$ cat src/rtl/dpwm_pkg.sv
package dpwm_pkg;

    typedef enum logic {
        PH_IDLE = 1'b0,
        PH_RUN  = 1'b1
    } phase_e;

    localparam int unsigned DEF_CNT_W    = 8;
    localparam int unsigned DEF_SUB_W    = 2;
    localparam int unsigned DEF_TICK_DIV = 2;

endpackage

$ cat src/rtl/dpwm_ticker.sv
module dpwm_ticker #(
    parameter int unsigned TICK_DIV = dpwm_pkg::DEF_TICK_DIV
) (
    input  logic clk,
    input  logic rst_n,
    input  logic en_i,
    input  logic run_i,
    output logic tick_o
);
    localparam int unsigned DW = (TICK_DIV > 1) ? $clog2(TICK_DIV) : 1;
    localparam logic [DW-1:0] LAST = DW'(TICK_DIV - 1);

    logic [DW-1:0] div_d, div_q;

    always_comb begin
        div_d = div_q;
        if (!en_i || !run_i) begin
            div_d = '0;
        end else if (div_q == LAST) begin
            div_d = '0;
        end else begin
            div_d = div_q + 1'b1;
        end
    end

    always_ff @(posedge clk or negedge rst_n) begin
        if (!rst_n) begin
            div_q <= '0;
        end else begin
            div_q <= div_d;
        end
    end

    assign tick_o = run_i && (div_q == LAST);

endmodule

$ cat src/rtl/dpwm_sequencer.sv
module dpwm_sequencer
    import dpwm_pkg::*;
#(
    parameter int unsigned CNT_W = DEF_CNT_W
) (
    input  logic             clk,
    input  logic             rst_n,
    input  logic             en_i,
    input  logic             tick_i,
    input  logic [CNT_W-1:0] duty_i,
    output logic             run_o,
    output logic [CNT_W-1:0] cnt_d_o,
    output logic [CNT_W-1:0] cnt_q_o,
    output logic [CNT_W-1:0] duty_d_o,
    output logic [CNT_W-1:0] duty_q_o,
    output logic             strobe_q_o
);
    localparam logic [CNT_W-1:0] CNT_LAST = '1;

    typedef struct packed {
        phase_e           phase;
        logic [CNT_W-1:0] cnt;
        logic [CNT_W-1:0] duty;
        logic             strobe;
    } seq_state_t;

    seq_state_t st_d, st_q;

    always_comb begin
        st_d        = st_q;
        st_d.strobe = 1'b0;
        if (!en_i) begin
            st_d.phase = PH_IDLE;
            st_d.cnt   = '0;
        end else if (st_q.phase == PH_IDLE) begin
            st_d.phase  = PH_RUN;
            st_d.cnt    = '0;
            st_d.duty   = duty_i;
            st_d.strobe = 1'b1;
        end else if (tick_i) begin
            st_d.cnt = st_q.cnt + 1'b1;
            if (st_q.cnt == CNT_LAST) begin
                st_d.duty   = duty_i;
                st_d.strobe = 1'b1;
            end
        end
    end

    always_ff @(posedge clk or negedge rst_n) begin
        if (!rst_n) begin
            st_q <= '{phase: PH_IDLE, cnt: '0, duty: '0, strobe: 1'b0};
        end else begin
            st_q <= st_d;
        end
    end

    assign run_o      = (st_q.phase == PH_RUN);
    assign cnt_d_o    = st_d.cnt;
    assign cnt_q_o    = st_q.cnt;
    assign duty_d_o   = st_d.duty;
    assign duty_q_o   = st_q.duty;
    assign strobe_q_o = st_q.strobe;

endmodule

$ cat src/rtl/dpwm_shaper.sv
module dpwm_shaper #(
    parameter int unsigned CNT_W = dpwm_pkg::DEF_CNT_W,
    parameter int unsigned SUB_W = dpwm_pkg::DEF_SUB_W
) (
    input  logic             clk,
    input  logic             rst_n,
    input  logic             en_i,
    input  logic [CNT_W-1:0] cnt_i,
    input  logic [CNT_W-1:0] duty_i,
    output logic             pwm_o
);
    localparam int unsigned POS_W = CNT_W - SUB_W;

    logic [SUB_W-1:0] sub_idx, extra_cnt;
    logic [POS_W-1:0] pos, base;
    logic [POS_W:0]   high_len;
    logic             pwm_d, pwm_q;

    always_comb begin
        sub_idx   = cnt_i[CNT_W-1:POS_W];
        pos       = cnt_i[POS_W-1:0];
        base      = duty_i[CNT_W-1:SUB_W];
        extra_cnt = duty_i[SUB_W-1:0];
        high_len  = {1'b0, base} + {{POS_W{1'b0}}, (sub_idx < extra_cnt)};
        pwm_d     = en_i && ({1'b0, pos} < high_len);
    end

    always_ff @(posedge clk or negedge rst_n) begin
        if (!rst_n) begin
            pwm_q <= 1'b0;
        end else begin
            pwm_q <= pwm_d;
        end
    end

    assign pwm_o = pwm_q;

endmodule

$ cat src/rtl/dpwm_top.sv
module dpwm_top #(
    parameter int unsigned CNT_W    = dpwm_pkg::DEF_CNT_W,
    parameter int unsigned SUB_W    = dpwm_pkg::DEF_SUB_W,
    parameter int unsigned TICK_DIV = dpwm_pkg::DEF_TICK_DIV
) (
    input  logic             clk,
    input  logic             rst_n,
    input  logic             en_i,
    input  logic [CNT_W-1:0] duty_i,
    output logic             pwm_o,
    output logic             period_start_o
);
    logic             run_q;
    logic             tick;
    logic [CNT_W-1:0] cnt_d, cnt_q;
    logic [CNT_W-1:0] duty_d, duty_q;
    logic             strobe_q;

    dpwm_ticker #(
        .TICK_DIV (TICK_DIV)
    ) ticker_i (
        .clk    (clk),
        .rst_n  (rst_n),
        .en_i   (en_i),
        .run_i  (run_q),
        .tick_o (tick)
    );

    dpwm_sequencer #(
        .CNT_W (CNT_W)
    ) seq_i (
        .clk        (clk),
        .rst_n      (rst_n),
        .en_i       (en_i),
        .tick_i     (tick),
        .duty_i     (duty_i),
        .run_o      (run_q),
        .cnt_d_o    (cnt_d),
        .cnt_q_o    (cnt_q),
        .duty_d_o   (duty_d),
        .duty_q_o   (duty_q),
        .strobe_q_o (strobe_q)
    );

    dpwm_shaper #(
        .CNT_W (CNT_W),
        .SUB_W (SUB_W)
    ) shaper_i (
        .clk    (clk),
        .rst_n  (rst_n),
        .en_i   (en_i),
        .cnt_i  (cnt_d),
        .duty_i (duty_d),
        .pwm_o  (pwm_o)
    );

    assign period_start_o = strobe_q;

endmodule

$ cat config.mk
export PLATFORM = sky130hd
export DESIGN_NAME = dpwm_top
export DESIGN_NICKNAME = d
export VERILOG_FILES = /design/src/rtl/dpwm_pkg.sv /design/src/rtl/dpwm_ticker.sv /design/src/rtl/dpwm_sequencer.sv /design/src/rtl/dpwm_shaper.sv /design/src/rtl/dpwm_top.sv
export SDC_FILE = /design/constraint.sdc
export NUM_CORES = 1
export LEC_CHECK = 0
export ABC_AREA = 0
export BUFFER_PORTS_ARGS = -buffer_cell sky130_fd_sc_hd__buf_2
export CAP_MARGIN = 15
export CORE_UTILIZATION = 25
export DETAILED_ROUTE_END_ITERATION = 8
export GPL_ROUTABILITY_DRIVEN = 0
export PLACE_DENSITY = 0.52
export SLEW_MARGIN = 15
export SYNTH_ARGS = -nofsm -noshare
export SYNTH_HDL_FRONTEND = slang
export SYNTH_SLANG_ARGS = --single-unit
export TNS_END_PERCENT = 50
$ cat constraint.sdc
create_clock -name clk -period 11 [get_ports clk]
set_input_delay 1.65 -clock clk [delete_from_list [all_inputs] [get_ports clk]]
set_output_delay 1.65 -clock clk [all_outputs]
set_load 0.01 [all_outputs]
==> results by group, run 1 <==
STA
  – Final hold vios: 0
  – Tcrit/Tclk final: 41.3%
  – Max-slew headroom: 69.4%
  – Worst-Margin Slew: 0.459 ns
  – Fmax: 220 MHz
  – Max Slew Vio Count: 0
  – Unrepaired setup endpoints after global routing: no
  – Post-route minimum period: 4.54 ns
  – Clk_skew: 0.00349 ns
  – Final setup TNS: 0 ns
  – Final setup viols: 0

Clock network
  – Clock sinks: 20
  – CTS resizes: 0
  – Total CTS buffers: 3
  – # H-tree levels: 1
  – CTS tree: done
  – Setup bufs post-CTS: 0
  – Root buffer cell: clkbuf_8
  – CTS Hold Bufs: 0
  – Reg clk slew, reported paths: 0.07 ns
  – Clock Latency Late Sink: 0.25 ns
  – Clk buf depth: 2

Hold path
  – WHS Path Cells: 2
  – Hold Path Origin: seq_i.duty_q_o[1]
  – Hold endpoint: seq_i.duty_q_o[1]
  – Worst min path class: register to register

Drt
  – Routed length on met3: 100 um
  – Met2 Wirelength: 1.04 mm
  – First-pass detailed-route iteration total: 4
  – Routed met1 length: 1.23 mm
  – DRT iter0 DRCs: 33
  – Top Layer Used: met4
  – ANT nets after route: 0
  – WL final: 2.39 mm
  – Vias: 872
  – DR WL/cell: 13.1 um
  – Routed vias/inst: 4.79
  – Residual DRC count: 0

Worst setup path
  – Worst EP required: 11.18 ns
  – Worst Reg-to-Reg Cells: 19
  – Worst setup EP type: register
  – RR Endpoint: shaper_i.pwm_o
  – Setup crit start kind: input pin
  – Critical path class: input pin to register
  – RR Startpoint: seq_i.cnt_q_o[0]
  – Crit path max fanout: 10
  – WP data arrival: 4.72 ns
  – Reg-to-reg setup timing slack: 6.97 ns

Yosys
  – Post-synth EDFFs: 0
  – Synth cell count leaders: 20 x dfrtp_1, 14 x nor2_1, 11 x nand2_1
  – Post-synth cell types: 31
  – Post-Syn Area: 1210 um2
  – Synth top area share: 41.4%
  – Syn Nets: 137
  – Predominant post-synthesis flop cell: dfrtp_1
  – Synth area leaders: dfrtp_1 41%, ha_1 9.3%, xor2_1 7.2%
  – Syn Inst Count: 117
  – Mapped Avg Cell Area: 10.3 um2
  – Sequential fraction of the synthesis area: 41.4%
  – Fraction of registers with async set/reset: 100%
  – #FFs+latches synth: 20
  – Synth area leader: dfrtp_1
  – Count leader, synth: dfrtp_1
  – Count of warnings emitted by yosys: 0

Layout
  – Final core occ: 30.0%
  – Share of cells above drive strength 1: 20.8%
  – # diodes: 0
  – P&R area growth vs syn: 11.9%
  – Nets: 152

Floorplan
  – Die area: 5120 um2
  – Die width: 71.5 um
  – Core ar.: 4500 um2
  – Starting Density: 26.8%
  – IO Pins: 13
  – Die height: 71.5 um
  – Num rows: 24

Placed design
  – Port Buf Inserts: 12
  – HPWL Detailed: 1.84 mm

Run status
  – Status: finished, final reports clean

Power and ir drop
  – Power Density: 122 nW/um2
  – Total Power: 0.165 mW
  – P_leak: 0.613 nW
  – VDD IR-drop max: 0.0000509 V

Global routing
  – Total grt overflow: 0
  – Largest net degree at the start of global routing: 21
  – Vias in the first global route: 903
  – Global Route Usage Sum: 10.5%
  – First-pass GRT wire length: 4.17 mm
  – Initial antenna violation count: 0

Job
  – Max_cap viols: 0
-- worst max-delay path by stage --
stage	from	endpoint	slack [ns]	cells past startpoint
finish	en_i	shaper_i.pwm_o	6.46	17
global placement	en_i	shaper_i.pwm_o	6.27	17
floorplan	en_i	shaper_i.pwm_o	6.70	17
CTS	en_i	shaper_i.pwm_o	6.45	17
detailed placement	en_i	shaper_i.pwm_o	6.19	17
global route	en_i	shaper_i.pwm_o	6.15	17
-- layout make-up --
| type | instances | area, um2 |
|---|---|---|
| fill | 474 | 3150 |
| multi-input combinational | 91 | 671 |
| sequential | 20 | 500 |
| tap | 52 | 65.1 |
| timing repair buffer | 12 | 60.1 |
| clock buffer | 3 | 41.3 |
| inverter | 4 | 15.0 |
-- kinds of logic after synthesis --
logic type      share of synthesized area (%)
simple gates                             17.3
flops                                    41.4
compound gates                           9.84
xor+xnor                                 11.6
fa+ha+maj                                9.32
mux                                      7.45
buf+inv                                  3.11
-- layout by cell type (no fill, tap or decap), drive strengths merged, types with 2 or more instances in the layout --
| cell type | synthesis | layout |
|---|---|---|
| o21ai | 5 | 5 |
| nand3 | 6 | 6 |
| mux2i | 3 | 3 |
| clkbuf | 0 | 3 |
| nand4 | 5 | 5 |
| mux2 | 5 | 5 |
| a21oi | 2 | 2 |
| xor2 | 10 | 10 |
| nand2 | 12 | 12 |
| inv | 4 | 4 |
| a21boi | 2 | 2 |
| ha | 9 | 9 |
| and3 | 2 | 2 |
| dfrtp | 20 | 20 |
| nor2 | 14 | 14 |
| xnor2 | 6 | 6 |
| buf | 2 | 12 |
-- metal layers --
layer | track usage (%) | up-vias
met4 | 3.05 | 0
met5 | 0 | -
met1 | 14.6 | 413
li1 | - | 438
met3 | 3.52 | 2
met2 | 15.4 | 19
-- stage by stage --
step                      instances  area, um2  setup slack, ns  hold WS, ns
after global routing            182       1350             6.15        0.522
after global placement          179       1310             6.27        0.476
final                           182       1350             6.46        0.492
after CTS                       182       1350             6.45        0.501
after floorplan                 117       1210             6.70        0.461
after detailed placement        179       1310             6.19        0.482
-- critical path, stage by stage --
cell and delay, ns:
buf_2 0.16, nand2_1 0.25, nor2_1 0.25, ha_1 0.25, or2_2 0.30, o31ai_2 0.08
ha_1 0.31, nand4_1 0.15, xor2_1 0.16, nor2_1 0.06, a21oi_1 0.14, ha_1 0.26
a211oi_1 0.22, nand2_1 0.08, a31oi_1 0.16, o21bai_1 0.09, a21boi_1 0.14
-- state kept, by name (all words and copies together), names as in the netlist --
register          flops
ticker_i.div_q        1
seq_i.duty_q_o        8
shaper_i.pwm_o        1
seq_i.strobe_q_o      1
seq_i.run_o           1
seq_i.cnt_q_o         8
-- report_power, final --
group	leakage [nW]	total (mW)	internal [mW]	switching, mW
clock	0.0216	0.0474	0.0244	0.0231
combinational	0.336	0.0342	0.0160	0.0182
sequential	0.255	0.0829	0.0787	0.00417
total	0.613	0.165	0.119	0.0455
(Power assumes the default switching activity.)
==> inputs of run 2 (changes only) <==
- PLACE_DENSITY: 0.52 -> 0.53
- clock period: 11 -> 3.8 ns (I/O delays scaled with it)
==> run 2 against run 1 <==
Worst setup slack got worse by 6.3 ns. Global-route usage rose by 1.5 points. Core utilization rose by 1.9 points. Non-clock buffer count rose by 6. Critical endpoint unchanged.
==> results by group, run 2 (synthesized netlist as in run 1, its figures left out) <==
Drt
  – Vias: 915
  – WL final: 2.68 mm
  – DRT iter0 DRCs: 76
  – Routed vias/inst: 4.84
  – ANT nets after route: 0
  – First-pass detailed-route iteration total: 4
  – Residual DRC count: 0
  – DR WL/cell: 14.2 um

STA
  – Max Slew Vio Count: 0
  – Final setup viols: 0
  – Unrepaired setup endpoints after global routing: yes
  – Worst-Margin Slew: 0.462 ns
  – Hold Slack: 0.248 ns
  – Tcrit/Tclk final: 96.8%
  – Max-slew headroom: 69.2%
  – Fmax: 272 MHz
  – Final hold vios: 0
  – Post-route minimum period: 3.68 ns
  – Clk_skew: 0.00516 ns

Power and ir drop
  – Power Density: 360 nW/um2
  – VDD IR-drop max: 0.000172 V
  – P_leak: 0.648 nW
  – Cell-internal power: 0.375 mW
  – Clk pwr share: 31.9%
  – Sw Pwr: 0.143 mW
  – Sw frac: 27.6%
  – Flop pwr share: 46.2%
  – Combinational Power Share: 21.9%

Global routing
  – Initial antenna violation count: 0
  – Vias in the first global route: 961
  – Total grt overflow: 0
  – Largest net degree at the start of global routing: 21
  – Global Route Usage Sum: 12.0%
  – First-pass GRT wire length: 4.72 mm

Clock network
  – CTS Hold Bufs: 0
  – Root buffer cell: clkbuf_8
  – Clock Latency Late Sink: 0.26 ns
  – Reg clk slew, reported paths: 0.08 ns
  – Clk buf depth: 2
  – CTS tree: done
  – # H-tree levels: 1
  – Total CTS buffers: 3
  – Clock sinks: 20

Layout
  – Fillers: 468
  – Commonest cells after routing, fill and taps aside: 20 x dfrtp_1, 14 x nor2_1, 12 x buf_2, 11 x nand2_1, 10 x xor2_1
  – P&R area growth vs syn: 19.0%
  – Area of the multi-input gates: 698 um2
  – Seq. cell area: 500 um2
  – # diodes: 0
  – Share of cells above drive strength 1: 28.5%
  – Fin cells: 189
  – Nets: 158
  – Leading cell type in the layout, fill and taps excluded: dfrtp_1

Hold path
  – Worst min path class: input pin to asynchronous set/reset pin

Job
  – Max_cap viols: 0

Worst setup path
  – Worst setup EP type: register
  – Critical path class: register to register
  – Setup crit start kind: register
  – Worst EP required: 3.98 ns
  – Crit path max fanout: 3
  – WP data arrival: 3.86 ns

Placed design
  – Inst Count DP: 182
  – Port Buf Inserts: 12
  – HPWL Detailed: 1.96 mm

Floorplan
  – IO Pins: 13
  – Die width: 71.5 um
  – Core ar.: 4500 um2
  – Die height: 71.5 um
  – Die area: 5120 um2
  – Starting Density: 26.8%
  – Num rows: 24

Run status
  – Status: finished, final reports clean
[run 2: cell types whose count changed in the layout (fill, tap and decap cells not counted), sizes merged]
cell and delta:
buf +6, clkbuf +1
[run 2: routing by layer]
metal,part of all wire [%],global-route usage [%]
met2,48,18.6
met5,0,0
met1,47,16.3
met3,4.0,3.09
met4,1.3,3.92
[run 2: worst paths after layout]
path / slack (ns) / endpoint / startpoint / depth (start not counted)
setup / recovery: 0.12 / shaper_i.pwm_o / seq_i.cnt_q_o[1] / 19
hold / removal: 0.25 / seq_i.cnt_q_o[4] / rst_n / 1
setup reg to reg: 0.12 / shaper_i.pwm_o / seq_i.cnt_q_o[1] / 19
hold reg to reg: 0.50 / seq_i.duty_q_o[1] / seq_i.duty_q_o[1] / 2
max in group asynchronous: 3.23 / seq_i.duty_q_o[6] / rst_n / 1
min in group clk: 0.50 / seq_i.duty_q_o[1] / seq_i.duty_q_o[1] / 2
[run 2: cell type report]
class	count	share of cell area (%)
well taps	52	4.52
inverters	4	1.04
flip-flops and latches	20	34.8
repair buffers	18	7.30
multi-input cells	91	48.5
clock buffers	4	3.83
[run 2: power groups by stage]
stage | sequential, mW | clock [mW] | combinational, mW
after floorplan | 0.241 | 0 | 0.0731
after global placement | 0.243 | 0 | 0.102
after detailed placement | 0.244 | 0 | 0.104
after CTS | 0.239 | 0.169 | 0.107
after global routing | 0.242 | 0.181 | 0.129
final | 0.239 | 0.165 | 0.114
[run 2: critical path, stage by stage, from the launching register on]
cell      delay, ns
dfrtp_1        0.41
ha_2           0.20
and3_4         0.17
a31o_4         0.24
nand2_4        0.06
mux2i_2        0.23
ha_1           0.26
or2_4          0.24
o31ai_4        0.06
ha_2           0.24
nand4_1        0.10
xor2_1         0.18
nor2_1         0.14
a21oi_2        0.05
ha_1           0.33
a211oi_2       0.23
nand2_1        0.07
a31oi_1        0.15
o21bai_1       0.10
a21boi_1       0.15
[run 2: per-stage QoR]
stage | area, um2 | setup TNS (ns) | total power [mW] | setup WS (ns) | utilization, %
floorplan | 1210 | 0 | 0.314 | 0.102 | -
global placement | 1330 | 0 | 0.345 | 0.0199 | 29.6
detailed placement | 1330 | -0.0373 | 0.348 | -0.0373 | 29.6
CTS | 1400 | 0 | 0.516 | 0.00652 | 31.2
global route | 1440 | -0.192 | 0.551 | -0.192 | 31.9
finish | 1440 | 0 | 0.518 | 0.120 | 31.9
[run 2: what timing repair did]
item,4_1_cts,5_1_grt
resized for setup,2,5
endpoints found under the setup margin,1,1
pin swaps,1,14
buffers inserted,1,2
